`config.mk`:
```
export PLATFORM = sky130hd
export DESIGN_NAME = bridge_ctrl_regs
export DESIGN_NICKNAME = d
export VERILOG_FILES = /design/src/rtl/bcr_pkg.sv /design/src/rtl/bcr_decode.sv /design/src/rtl/bcr_word.sv /design/src/rtl/bcr_irq_mask.sv /design/src/rtl/bcr_rst_req.sv /design/src/rtl/bridge_ctrl_regs.sv
export SDC_FILE = /design/constraint.sdc
export NUM_CORES = 2
export LEC_CHECK = 0
export ABC_CLOCK_PERIOD_IN_PS = 3400
export CORE_ASPECT_RATIO = 1.2
export CORE_MARGIN = 4
export CORE_UTILIZATION = 50
export DETAILED_ROUTE_END_ITERATION = 10
export PLACE_DENSITY = 0.74
export SYNTH_ARGS = -nofsm -noshare
export SYNTH_HDL_FRONTEND = slang
export SYNTH_SLANG_ARGS = --single-unit
```
`constraint.sdc`:
```
create_clock -name clk -period 3.4 [get_ports clk]
set_input_delay 0.68 -clock clk [delete_from_list [all_inputs] [get_ports clk]]
set_output_delay 0.68 -clock clk [all_outputs]
set_load 0.02 [all_outputs]
```
`src/rtl/bcr_pkg.sv`:
```
package bcr_pkg;
  localparam int NUM_WORDS = 28;
  localparam int DATA_W    = 32;

  localparam int W_PWRON   = 0;
  localparam int W_GENCFG  = 1;
  localparam int W_IODEV   = 2;
  localparam int W_SDRAM   = 3;
  localparam int W_PMAP    = 4;
  localparam int W_GPIO_D  = 7;
  localparam int W_GPIO_E  = 8;
  localparam int W_EN_SET  = 12;
  localparam int W_EN_CLR  = 13;
  localparam int W_EN_MASK = 14;
  localparam int W_IRQ_ST  = 15;
  localparam int W_DQ      = 26;
  localparam int W_MEMSZ   = 27;

  // Bit of the general configuration word whose rising write asks for reset
  localparam int RST_BIT = 2;

  function automatic logic [DATA_W-1:0] init_value(input int idx);
    case (idx)
      W_PWRON:  return 32'h0000_0C40;
      W_GENCFG: return 32'h0000_1384;
      W_IODEV:  return 32'h2BFF_8010;
      W_SDRAM:  return 32'h255E_0091;
      W_PMAP:   return 32'h0000_6140;
      W_GPIO_D: return 32'h0000_01FF;
      W_GPIO_E: return 32'h0000_01FF;
      W_DQ:     return 32'h0000_0008;
      W_MEMSZ:  return 32'h1000_0000;
      default:  return '0;
    endcase
  endfunction
endpackage

```
`src/rtl/bcr_decode.sv`:
```
module bcr_decode #(
  parameter int ADDR_W    = 12,
  parameter int BASE      = 'h100,
  parameter int NUM_WORDS = 28,
  localparam int IDX_W    = $clog2(NUM_WORDS)
) (
  input  logic [ADDR_W-1:0] addr,
  output logic              hit,
  output logic [IDX_W-1:0]  idx
);
  logic [ADDR_W-1:0] offset;

  always_comb begin
    offset = addr - ADDR_W'(BASE);
    idx    = offset[IDX_W+1:2];
    hit    = (addr >= ADDR_W'(BASE))
          && (offset[1:0] == 2'b00)
          && (offset[ADDR_W-1:IDX_W+2] == '0)
          && (int'(idx) < NUM_WORDS);
  end
endmodule

```
`src/rtl/bcr_word.sv`:
```
module bcr_word #(
  parameter int DATA_W = 32,
  parameter logic [DATA_W-1:0] INIT = '0
) (
  input  logic              clk,
  input  logic              rst,
  input  logic              we,
  input  logic [DATA_W-1:0] d,
  output logic [DATA_W-1:0] q
);
  always_ff @(posedge clk) begin
    if (rst)     q <= INIT;
    else if (we) q <= d;
  end

  AST_WORD_HOLD: assert property (@(posedge clk) disable iff (rst)
    !we |=> $stable(q));
  AST_WORD_LOAD: assert property (@(posedge clk) disable iff (rst)
    we |=> (q == $past(d)));
endmodule

```
`src/rtl/bcr_irq_mask.sv`:
```
module bcr_irq_mask #(
  parameter int DATA_W = 32
) (
  input  logic              clk,
  input  logic              rst,
  input  logic              set_we,
  input  logic              clr_we,
  input  logic [DATA_W-1:0] d,
  output logic [DATA_W-1:0] mask
);
  always_ff @(posedge clk) begin
    if (rst)         mask <= '0;
    else if (set_we) mask <= mask | d;
    else if (clr_we) mask <= mask & ~d;
  end

  AST_MASK_SET: assert property (@(posedge clk) disable iff (rst)
    set_we |=> ((mask & $past(d)) == $past(d)));
  AST_MASK_CLR: assert property (@(posedge clk) disable iff (rst)
    (clr_we && !set_we) |=> ((mask & $past(d)) == '0));
  AST_MASK_HOLD: assert property (@(posedge clk) disable iff (rst)
    (!set_we && !clr_we) |=> $stable(mask));
  AST_MASK_ONEHOT: assert property (@(posedge clk) disable iff (rst)
    $onehot0({set_we, clr_we}));
endmodule

```
`src/rtl/bcr_rst_req.sv`:
```
module bcr_rst_req (
  input  logic clk,
  input  logic rst,
  input  logic gen_we,
  input  logic old_bit,
  input  logic new_bit,
  output logic req
);
  always_ff @(posedge clk) begin
    if (rst) req <= 1'b0;
    else     req <= gen_we && !old_bit && new_bit;
  end

  AST_REQ_CAUSE: assert property (@(posedge clk) disable iff (rst)
    req |-> $past(gen_we));
  AST_REQ_PULSE: assert property (@(posedge clk) disable iff (rst)
    req |=> !req);
endmodule

```
`src/rtl/bridge_ctrl_regs.sv`:
```
module bridge_ctrl_regs
  import bcr_pkg::*;
#(
  parameter int ADDR_W = 12,
  parameter int BASE   = 'h100,
  localparam int IDX_W = $clog2(NUM_WORDS)
) (
  input  logic              clk,
  input  logic              rst,
  input  logic [ADDR_W-1:0] reg_addr,
  input  logic              reg_wr_en,
  input  logic [DATA_W-1:0] reg_wr_data,
  output logic [DATA_W-1:0] reg_rd_data,
  output logic              sys_rst_req
);
  logic             hit;
  logic [IDX_W-1:0] idx;
  logic [NUM_WORDS-1:0] wsel;
  logic [DATA_W-1:0] words [NUM_WORDS];

  bcr_decode #(.ADDR_W(ADDR_W), .BASE(BASE), .NUM_WORDS(NUM_WORDS)) u_dec (
    .addr(reg_addr), .hit(hit), .idx(idx)
  );

  always_comb begin
    wsel = '0;
    if (reg_wr_en && hit) wsel[idx] = 1'b1;
  end

  for (genvar i = 0; i < NUM_WORDS; i++) begin : g_word
    if (i == W_EN_MASK) begin : g_mask
      bcr_irq_mask #(.DATA_W(DATA_W)) u_mask (
        .clk(clk), .rst(rst),
        .set_we(wsel[W_EN_SET]), .clr_we(wsel[W_EN_CLR]),
        .d(reg_wr_data), .mask(words[i])
      );
    end else if (i == W_IRQ_ST) begin : g_stat
      assign words[i] = '0;
    end else begin : g_plain
      bcr_word #(.DATA_W(DATA_W), .INIT(init_value(i))) u_word (
        .clk(clk), .rst(rst), .we(wsel[i]),
        .d(reg_wr_data), .q(words[i])
      );
    end
  end

  bcr_rst_req u_rreq (
    .clk(clk), .rst(rst),
    .gen_we(wsel[W_GENCFG]),
    .old_bit(words[W_GENCFG][RST_BIT]),
    .new_bit(reg_wr_data[RST_BIT]),
    .req(sys_rst_req)
  );

  assign reg_rd_data = hit ? words[idx] : '0;

  AST_STATUS_ZERO: assert property (@(posedge clk) disable iff (rst)
    (hit && int'(idx) == W_IRQ_ST) |-> (reg_rd_data == '0));
  AST_MISS_ZERO: assert property (@(posedge clk) disable iff (rst)
    !hit |-> (reg_rd_data == '0));
  AST_ONE_WRITE: assert property (@(posedge clk) disable iff (rst)
    $onehot0(wsel));
endmodule

```
==> results.md <==
- Die area: 84200 sq um
- Number of port buffers: 79
- Largest family of logic cells by synthesized area: multiplexers
- Drt pass-1 iters: 8
- Htree depth: 3
- Most frequent cells after synthesis: 1152 x mux2i_1, 865 x dfxtp_1, 744 x nand2b_1
- RSZ-0062 raised after global routing: false
- Placed standard-cell area: 43400 sq um
- First-pass GRT wire length: 186000 um
- Cells after Synth: 3880
- CP Launch Type: input pin
- Number of flops mapped to enable cells by yosys: 0
- GP Congestion: 0.862
- Synth Register Bits: 865
- Slew Limit Fails: 0
- Pre-CTS setup slack: -739 ps
- Nets: 3973
- Net count after synthesis: 3928
- Synth Area in Compound Gates: 0.0810
- All-Layer GR Usage: 0.284
- # fillers: 6519
- Final Instance Area: 46500 sq um
- PD cells: 455 nW/um^2
- Seq. cell area: 17300 sq um
- Final worst path period share: 0.969
- Initial core utilization: 0.504
- Avg Inst Size Synth: 10.3 sq um
- Total power after layout: 0.0212 W
- IO Pins: 80
- Number of global-route vias before repair: 30075
- Reg2Reg Setup Slack: 2590 ps
- CP endpoint kind: output port
- Synth warn: 0
- Largest net degree at the start of global routing: 117
- Worst min-delay path class: register to register
- Worst rel slew slack: 0.295
- Peak supply drop: 0.409 mV
- Post-route setup TNS: 0 ps
- Footprint of the multi-input gates: 21100 sq um
- CP required: 2720 ps
- Total grt overflow: 0
- XOR/XNOR Fraction of Synth Area: 0.000220
- CTS buffer count: 89
- Area contributors post-synth: dfxtp_1 44%, mux2i_1 29%, nand2b_1 12%
- Worst Path Max Fanout: 15
- Layout cells sized above 1: 0.129
- Clock Skews: 0.431 ps
- Distinct cell type count after synthesis: 38
- Drt wl/cell: 24.4 um
- Leading area contributor after synthesis: dfxtp_1
- Area share of fa/ha/maj cells after synthesis: 0.000314
- Antenna Nets Post-Route: 0
- Synthesized area: 39800 sq um
- Final Util: 0.588
- Vias/cell: 5.98
- Final WS setup: 106 ps
- Initial antenna violation count: 7
- Simple-Gate Fraction of Synth Area: 0.151
- Most common cell in the netlist: mux2i_1
- Chip height: 317 um
- Clk root buf: clkbuf_16
- Vias: 30093
- Fin crit period: 3290 ps
- MaxCap Viol Count: 0
- Yosys top cell area share: 0.435
- Post-synthesis sequential area ratio: 0.435
- Clk sinks: 865
- Core Region: 79000 sq um
- Die width: 266 um
- Critical path arrival: 2610 ps
- 1st-iter DRT viols: 2501
- Worst-path clk slew: 60 ps
- Actual slew at the worst max-slew pin: 1060 ps
- Post-Route WL: 123000 um
- Dpl hpwl: 76200 um
- Static Leak: 21.7 nW
- Post-synth ARST share: 0
- Category of the most critical setup path: input pin to output port
- Syn-to-layout area delta: 16.8%
- Post-synthesis mux area share: 0.290
- FMAX: 304 MHz
- DRC: 0
- Status: finished, final reports clean
- # setup viols final: 0
- CTS max path bufs: 3
- Top_reg_cell synth: dfxtp_1
- CTS tree: built
- Clock insertion delay at the later pin of the skew report: 660 ps
- Final hold viol count: 0
- Cell Rows: 113
worst max-delay path: stages:
cell and delay, ps:
dlygate4sd2_1 330, bufbuf_16 320, and3b_1 260, buf_4 280, o221ai_1 240, nand4_1 180
nor2_2 70, clkdlybuf4s15_2 250
cell families after synthesis:
logic type               Yosys count
AO/OA/AOI/OAI                    443
multiplexers                    1152
adder cells (fa/ha/maj)            1
AND/OR/NAND/NOR                  993
buffers and inverters            425
XOR/XNOR                           1
flip-flops                       865
metrics by stage:
stage               cells  hold WS [ps]
detailed placement   4860           454
floorplan            3880           426
CTS                  5028           467
global placement     4860           442
finish               5032           469
global route         5032           489
power by group:
part           switching (W)  internal [W]  total [W]
Clock                0.00419       0.00546    0.00965
Combinational       0.000791      0.000575    0.00137
Sequential       0.000000606        0.0101     0.0101
timing repair:
| action | in CTS | in global routing |
|---|---|---|
| endpoints found under the hold margin | 0 | 0 |
| hold buffers | 0 | 0 |
| setup endpoints to repair | 32 | 7 |
| pin swaps | 11 | 0 |
| resized for setup | 182 | 1 |
| cloned | 3 | 0 |
| setup buffers | 7 | 0 |
flip-flops by register name, summed over array words and instances, names as in the netlist, named ones only:
| register | cells |
|---|---|
| u_rreq.req | 1 |
| g_word.g_plain.u_word.q | 832 |
cell usage in the layout, fill, tap and decap left out, types with 25 or more instances in the layout:
master and n:
a211o_1 38, a211oi_1 26, a21oi_1 58, a22o_1 32
a22oi_1 191, buf_12 79, buf_4 188, clkbuf_16 91
clkdlybuf4s50_1 35, dfxtp_1 865, inv_1 32, mux2i_1 1152
nand2_2 25, nand2b_1 743, nand3_1 33, nand4_1 65
nor2_1 60, o21ai_0 32, o221ai_1 32, o31ai_1 32
worst paths after layout:
| kind | cells past startpoint | from | endpoint |
|---|---|---|---|
| setup reg to reg | 2 | g_word[3].g_plain.u_word.q[0]$_SDFFE_PP1P_ | g_word[3].g_plain.u_word.q[0]$_SDFFE_PP1P_ |
| setup / recovery | 8 | reg_addr[4] | reg_rd_data[13] |
| hold / removal | 1 | g_word[2].g_plain.u_word.q[16]$_SDFFE_PP1P_ | g_word[2].g_plain.u_word.q[16]$_SDFFE_PP1P_ |
| hold reg to reg | 1 | g_word[2].g_plain.u_word.q[16]$_SDFFE_PP1P_ | g_word[2].g_plain.u_word.q[16]$_SDFFE_PP1P_ |
final cells by class:
class | instances | share of cell area
clock inverter | 27 | 0.00474
inverter | 34 | 0.00275
antenna | 4 | 0.000215
clock buffer | 132 | 0.0568
timing repair buffer | 345 | 0.0812
tap | 1035 | 0.0279
multi-input combinational | 2590 | 0.454
sequential | 865 | 0.373
layer usage:
layer | share of wire | wire length, um | track usage | vias up
li1 | - | - | - | 13731
met1 | 0.42 | 51000 | 0.362 | 14976
met2 | 0.47 | 57800 | 0.473 | 1048
met3 | 0.063 | 7730 | 0.0453 | 338
met4 | 0.052 | 6360 | 0.137 | 0
met5 | 0 | 0 | 0 | -
Note: power is estimated with default switching activity, not from simulation.
